$ cat src/rtl/prbs_pkg.sv
package prbs_pkg;

    localparam int FRAME_W = 10;
    localparam int LFSR_W  = 7;

    typedef struct packed {
        logic [FRAME_W-1:0] bits;
        logic [LFSR_W-1:0]  state;
    } prbs_step_t;

    // Run the x^7+x^6+1 register for one frame; bit 0 is produced first.
    function automatic prbs_step_t prbs_advance(input logic [LFSR_W-1:0] s);
        prbs_step_t r;
        logic [LFSR_W-1:0] st;
        logic nb;
        st = s;
        r.bits = '0;
        for (int i = 0; i < FRAME_W; i++) begin
            nb = st[6] ^ st[5];
            r.bits[i] = nb;
            st = {st[5:0], nb};
        end
        r.state = st;
        return r;
    endfunction

    // The last seven bits of a frame are the register contents after it.
    function automatic logic [LFSR_W-1:0] prbs_seed_from(input logic [FRAME_W-1:0] f);
        logic [LFSR_W-1:0] s;
        for (int k = 0; k < LFSR_W; k++) begin
            s[k] = f[FRAME_W-1-k];
        end
        return s;
    endfunction

    function automatic logic [3:0] ones_in_frame(input logic [FRAME_W-1:0] v);
        logic [3:0] n;
        n = '0;
        for (int i = 0; i < FRAME_W; i++) begin
            n = n + 4'(v[i]);
        end
        return n;
    endfunction

endpackage

$ cat src/rtl/prbs_lane.sv
module prbs_lane
    import prbs_pkg::*;
#(
    parameter int ERR_W = 32
) (
    input  logic               clk,
    input  logic               rst_n,
    input  logic               clr,
    input  logic               load,
    input  logic               cmp,
    input  logic [FRAME_W-1:0] rx,
    output logic [ERR_W-1:0]   err_cnt,
    output logic               lost
);

    typedef struct packed {
        logic [LFSR_W-1:0] ref_st;
        logic [ERR_W-1:0]  err;
        logic              lost;
    } lane_st_t;

    lane_st_t     d, q;
    prbs_step_t   step;
    logic [3:0]   miss;
    logic [ERR_W:0] sum;

    always_comb begin
        d    = q;
        step = prbs_advance(q.ref_st);
        miss = ones_in_frame(step.bits ^ rx);
        sum  = {1'b0, q.err} + (ERR_W+1)'(miss);
        if (clr) begin
            d.err  = '0;
            d.lost = 1'b0;
        end else if (load) begin
            d.ref_st = prbs_seed_from(rx);
        end else if (cmp) begin
            d.ref_st = step.state;
            d.err    = sum[ERR_W] ? '1 : sum[ERR_W-1:0];
            if (miss == 4'(FRAME_W)) begin
                d.lost = 1'b1;
            end
        end
    end

    always_ff @(posedge clk) begin
        if (!rst_n) begin
            q <= '0;
        end else begin
            q <= d;
        end
    end

    assign err_cnt = q.err;
    assign lost    = q.lost;

    AST_ERR_NO_WRAP: assert property (@(posedge clk) disable iff (!rst_n)
        !clr |=> q.err >= $past(q.err));
    AST_ERR_HOLD: assert property (@(posedge clk) disable iff (!rst_n)
        (!cmp && !clr) |=> $stable(q.err));
    AST_LOST_STICKY: assert property (@(posedge clk) disable iff (!rst_n)
        (q.lost && !clr) |=> q.lost);
    AST_LANE_CLEAR: assert property (@(posedge clk) disable iff (!rst_n)
        clr |=> (q.err == '0 && !q.lost));

endmodule

$ cat config.mk
export PLATFORM = sky130hd
export DESIGN_NAME = prbs_lane
export DESIGN_NICKNAME = d
export VERILOG_FILES = /design/src/rtl/prbs_pkg.sv /design/src/rtl/prbs_lane.sv
export SDC_FILE = /design/constraint.sdc
export NUM_CORES = 1
export LEC_CHECK = 0
export ABC_AREA = 1
export CAP_MARGIN = 15
export CORE_ASPECT_RATIO = 1.5
export CORE_MARGIN = 4
export CORE_UTILIZATION = 40
export CTS_CLUSTER_SIZE = 28
export DETAILED_ROUTE_END_ITERATION = 12
export HOLD_SLACK_MARGIN = 0.15
export PLACE_DENSITY_LB_ADDON = 0.1
export SYNTH_ARGS = -nofsm -noshare
export SYNTH_HDL_FRONTEND = slang
export SYNTH_SLANG_ARGS = --single-unit
$ cat constraint.sdc
create_clock -name clk -period 8.6 [get_ports clk]
set_input_delay 0.86 -clock clk [delete_from_list [all_inputs] [get_ports clk]]
set_output_delay 0.86 -clock clk [all_outputs]
set_load 0.02 [all_outputs]
==> results of run 1 <==
[registers in the layout (all words and copies together), names as in the netlist]
signal and cells:
err_cnt 32, lost 1, q 7
[cell type report]
type | count | area (um^2)
clock buffer | 5 | 125
clock inverter | 3 | 42.5
fill | 803 | 4020
inverter | 63 | 238
multi-input combinational | 323 | 1830
sequential | 40 | 801
tap | 102 | 128
timing repair buffer | 48 | 478
[cell usage after synthesis, types with 2 or more instances]
library cell,number,area share [%]
a21oi_1,15,2.4
a21oi_2,6,1.7
a31oi_1,7,1.4
and2_1,2,0.40
buf_2,2,0.32
buf_4,32,7.6
clkbuf_1,4,0.48
dfxtp_1,40,25
fa_1,7,4.5
ha_1,6,2.4
inv_1,59,7.0
inv_2,2,0.24
nand2_1,110,13
nand2_2,4,0.79
nand3_1,29,4.6
nand3b_1,4,0.95
nand4_1,11,2.2
nor2_1,46,5.5
nor2_2,3,0.60
nor3_1,6,0.95
nor4_1,2,0.40
o21ai_0,18,2.9
o21bai_1,2,0.48
or2_2,5,0.99
xnor2_1,16,4.5
xor2_1,16,4.5
[cell families after synthesis]
group | synth area share, %
and+or+nand+nor | 33.5
buffers and inverters | 16.3
AOI/OAI and AO/OA | 9.02
DFF | 25.4
xor gates and xnor gates | 8.90
adders and majority gates | 6.84
[how the worst min path moves through the flow]
stage	startpoint	end	slack [ns]	cells after the start
final	lost	lost	0.48	1
after global routing	lost	lost	0.49	1
after CTS	lost	lost	0.48	1
after floorplan	err_cnt[13]	err_cnt[13]	0.49	2
after global placement	lost	lost	0.47	1
after detailed placement	lost	lost	0.45	1
[cells in the final DEF, fill, tap and decap left out, types with 11 or more instances in the layout]
cell | Yosys | layout
a21oi_1 | 15 | 15
clkdlybuf4s50_1 | 0 | 47
dfxtp_1 | 40 | 40
inv_1 | 59 | 59
nand2_1 | 110 | 110
nand3_1 | 29 | 29
nand4_1 | 11 | 11
nor2_1 | 46 | 46
o21ai_0 | 18 | 18
xnor2_1 | 16 | 16
xor2_1 | 16 | 16
[layer usage]
layer / up-vias / GRT usage [%]
met1: 1267 / 19.0
met4: 0 / 7.67
met2: 66 / 34.7
met3: 16 / 3.40
li1: 1475 / -
met5: - / 0
[worst max-delay path, delay by kind of cell]
family | cells | cell delay, ns
XOR/XNOR | 1 | 0.18
buffers and inverters | 5 | 0.64
AND/OR/NAND/NOR | 7 | 1.23
adder cells (fa/ha/maj) | 6 | 2.69
[power by group]
part           internal [mW]  switching, mW
Combinational          0.166          0.221
Sequential             0.192        0.00702
Clock                  0.136         0.0777
Total                  0.494          0.306
==> reports/qor.yml, run 1 <==
start_util_pct: 41.1
wl_met1_mm: 3.11
drv_slew: 0
p_leak_nw: 1.47
grt_max_degree: 20
fin_crit_ns: 5.38
dr.pass1.iters: 4
finalHoldViolations: 0
dp_slack_ns: 2.93
antenna_cells: 0
antenna_found_initial: 0
syn_area_per_cell_um2: 6.77
finish.net_count: 509
syn_nets: 493
clock_path_buffers: 2
skew_ns: 0.00638
drc_errors: 0
highest_layer: "met4"
core_mm2: 0.00766
crit_arrival_ns: 5.61
status: "complete, no violations"
wl_met3_um: 325
finalSetupViolations: 0
die_area_mm2: 0.00938
yosysWarnings: 0
hold_path.class: "flip-flop to flip-flop"
crit_chain: "clkdlybuf4s50_1, xor2_1, fa_1, inv_1, fa_1, fa_1, ha_1, fa_1, inv_1, fa_1, inv_1, nand2_1, nand2_1, nand2_1, nor3_4, nand4_4, nand3_1, nand2_1, inv_1"
holdBufCountCts: 0
max_stage_delay_ns: 0.55
grtUsageTotal_pct: 18.2
period_share_pct: 62.6
synthesis.area_mm2: 0.00315
r2r-start: "q[37]"
vias: 2824
drt_iter0_drc: 202
core.rowCount: 39
synth_cells: 465
power_density_mw_per_mm2: 220
ys_async_sr_fraction_pct: 0
max_cap_viol_count: 0
synth-edff-count: 0
final_cells: 584
synth_ff_type: "dfxtp_1"
crit_type: "input pin to flip-flop"
cp-start-kind: "input pin"
yosysSeqAreaShare_pct: 25.4
ir_drop_v: 0.000209
dp.cells: 576
wl_per_cell_um: 13.5
cp-startpoint: "rx[0]"
crit_fanout: 19
post_cts_resize_count: 0
cts_tree: "done"
grt_pass1_vias: 2778
viasPerCell: 4.84
timing.hold.ws_ns: 0.480
root_buffer: "clkbuf_16"
relSlewSlack_pct: 47.6
cts-buffers-inserted: 5
ys_ff_latch: 40
placed_cell_area_mm2: 0.00348
htreeDepth: 2
wirelength_mm: 7.90
die_h_um: 117
crit_end: "err_cnt[29]"
fin_ws_ns: 3.22
cts.clk_slew.worst_paths_ns: 0.06
cp_common_cell: "fa_1"
area_growth_pct: 15.8
post_cts_buffers: 0
chipWidth_um: 80.4
power.total_uw: 800
fmax_mhz: 186
clk_latency_ns: 0.29
gp_congestion: 0.881
overflow: 0
yosys.cell_types.count: 37
port_buffers: 47
met2RoutedLength_mm: 4.23
setup_tns_ns: 0
grt_pass1_wl_mm: 13.1
hpwl_mm: 6.17
reg2reg_to: "err_cnt[29]"
rr_worst_depth: 20
clock-sinks: 40
required_ns: 8.83
crit_slowest_cell: "fa_1"
rsz0062_at_grt: "false"
utilization_pct: 47.6
reg2reg_slack_ns: 3.28
design_area_mm2: 0.00364
end_kind: "flip-flop"
ant_nets: 0
post_route_cells_drive_above_1_share_pct: 7.47
io_pins: 48
worst_pin_slew_ns: 0.783
Power figures use the tool's default switching activity.
==> inputs of run 2 (changes only) <==
==> constraint.sdc (replaced) <==
create_clock -name clk -period 5.3 [get_ports clk]
set_input_delay 0.53 -clock clk [delete_from_list [all_inputs] [get_ports clk]]
set_output_delay 0.53 -clock clk [all_outputs]
set_load 0.02 [all_outputs]
==> run 2 against run 1 <==
Register-to-register slack lost 2.9 ns; core utilization grew 1.4 points; clock skew is essentially flat; wire length grew 2.2%; sequential share of layout area shrank 0.52 points; flip-flop and latch count is the same; critical path type is now flip-flop to flip-flop.
==> reports/qor.yml, run 2 (synthesized netlist as in run 1, its figures left out) <==
power_density_mw_per_mm2: 346  # was 220 mW/mm^2
relSlewSlack_pct: 49.6  # was 47.6%
seqCellArea_um2: 805  # was 801 um^2
vias: 2854  # was 2824
setup_tns_ns: 0  # unchanged
ir_drop_v: 0.000357  # was 0.000209 V
utilization_pct: 49.0  # was 47.6%
required_ns: 5.45  # was 8.83 ns
p_seq_share_pct: 25.1  # was 24.9%
dr.pass1.iters: 5  # was 4
grt_pass1_vias: 2731  # was 2778
grtUsageTotal_pct: 18.0  # was 18.2%
crit_type: "flip-flop to flip-flop"  # was input pin to flip-flop
hold_depth: 1  # unchanged
hold_path.class: "flip-flop to flip-flop"  # unchanged
core_mm2: 0.00766  # unchanged
overflow: 0  # unchanged
wl_per_cell_um: 13.7  # was 13.5 um
period_share_pct: 92.5
wirelength_mm: 8.07  # was 7.90 mm
holdBufCountCts: 0  # unchanged
antenna_cells: 0  # unchanged
worst_pin_slew_ns: 0.754  # was 0.783 ns
cts.clk_slew.worst_paths_ns: 0.06  # about the same
reg2reg_slack_ns: 0.40  # was 3.28 ns
cts_tree: "done"  # unchanged
layout_commonest_cell: "nand2_1"  # unchanged
post_route_cells_drive_above_1_share_pct: 10.3  # was 7.47%
clk_latency_ns: 0.29  # about the same
max_cap_viol_count: 0  # unchanged
finalHoldViolations: 0  # unchanged
clock_path_buffers: 2  # unchanged
grt_pass1_wl_mm: 12.9  # was 13.1 mm
port_buffers: 47  # unchanged
finalSetupViolations: 0  # unchanged
multi_input_area_mm2: 0.00190  # was 0.00183 mm^2
skew_ns: 0.00622  # was 0.00638 ns
rsz0062_at_grt: "false"  # unchanged
start_util_pct: 41.1  # unchanged
min-delay-start: "lost"  # unchanged
status: "complete, no violations"  # unchanged
die_h_um: 117  # unchanged
area_growth_pct: 19.2  # was 15.8%
internal_power_uw: 792  # was 494 uW
reg2reg_to: "err_cnt[22]"  # was err_cnt[29]
drt_iter0_drc: 119  # was 202
root_buffer: "clkbuf_16"  # unchanged
core.rowCount: 39  # unchanged
power_switching_uw: 507  # was 306 uW
end_kind: "flip-flop"  # unchanged
crit_arrival_ns: 5.05  # was 5.61 ns
hpwl_mm: 6.30  # was 6.17 mm
rr_worst_depth: 21  # was 20
hold_path_end: "lost"  # unchanged
cp-start-kind: "flip-flop"  # was input pin
htreeDepth: 2  # unchanged
crit_fanout: 6  # was 19
fin_crit_ns: 4.90
cts-buffers-inserted: 5  # unchanged
fmax_mhz: 204
p_sw_share_pct: 39.0  # was 38.3%
r2r-start: "q[36]"  # was q[37]
fill_cells: 834  # was 803
gp_congestion: 0.852  # was 0.881
largest_reg_flops: 32  # unchanged
viasPerCell: 4.85  # was 4.84
clock-sinks: 40  # unchanged
final_cell_mix: "nand2_1, inv_1, clkdlybuf4s50_1, nor2_1, dfxtp_1"  # unchanged
io_pins: 48  # unchanged
p_leak_nw: 1.52  # was 1.47 nW
chipWidth_um: 80.4  # unchanged
pwr-share-clk_pct: 24.4  # was 26.8%
antenna_found_initial: 0  # unchanged
finish.net_count: 514  # was 509
pwr-share-comb_pct: 50.5  # was 48.4%
ant_nets: 0  # unchanged
die_area_mm2: 0.00938  # unchanged
drc_errors: 0  # unchanged
drv_slew: 0  # unchanged
grt_max_degree: 19  # was 20
-- run 2: cell type report --
cell class / instances / share of cell area [%]
clock buffer: 7 / 4.07
timing repair buffer: 53 / 14.1
sequential: 40 / 21.4
multi-input combinational: 323 / 50.7
tap: 102 / 3.40
inverter: 63 / 6.34
-- run 2: worst max-delay path by stage --
stage,cells after the start,from,end,slack (ns)
after detailed placement,17,rx[0],err_cnt[16],0.01
after floorplan,19,q[37],err_cnt[12],0.57
after global routing,21,q[36],err_cnt[24],0.05
after global placement,20,rx[0],err_cnt[0],0.13
after CTS,18,q[36],err_cnt[16],0.07
final,21,q[36],err_cnt[22],0.40
-- run 2: critical path, cell delays in order (launching register included) --
cell and delay [ns]:
dfxtp_2 0.38, xnor2_4 0.23, xor2_2 0.20, xnor2_1 0.14
inv_1 0.07, fa_1 0.51, fa_1 0.45, fa_1 0.49
ha_1 0.23, fa_1 0.51, inv_1 0.07, fa_1 0.41
inv_1 0.07, nand2_1 0.07, nand2_2 0.10, nand3_2 0.13
nor2_2 0.27, nand2_1 0.15, nor2_1 0.11, nand2_1 0.06
nand2_1 0.08, a21oi_2 0.05
-- run 2: power groups by stage --
stage	registers [mW]	logic, mW	clock network (mW)
after detailed placement	0.329	0.647	0
final	0.326	0.656	0.317
after CTS	0.323	0.652	0.321
after global placement	0.329	0.627	0
after floorplan	0.327	0.500	0
after global routing	0.327	0.754	0.335
-- run 2: through the flow --
step                      power [mW]  cells  hold WS [ns]  cell area [um^2]  setup WS, ns
after detailed placement       0.976    579         0.453              3510        0.0101
after CTS                       1.30    586         0.475              3660        0.0721
after floorplan                0.827    465         0.492              3150         0.570
after global placement         0.956    579         0.464              3510         0.132
after global routing            1.42    588         0.491              3750        0.0450
final                           1.30    588         0.471              3750         0.399
-- run 2: per-layer routing --
layer	share of wire [%]	global-route usage, %
met1	39	19.1
met2	55	34.6
met3	3.5	2.93
met4	2.3	7.22
met5	0	0
-- run 2: repair_timing --
item                       in CTS  in global routing
buffers inserted                0                  2
setup endpoints to repair       0                 32
gates resized for setup         0                 13
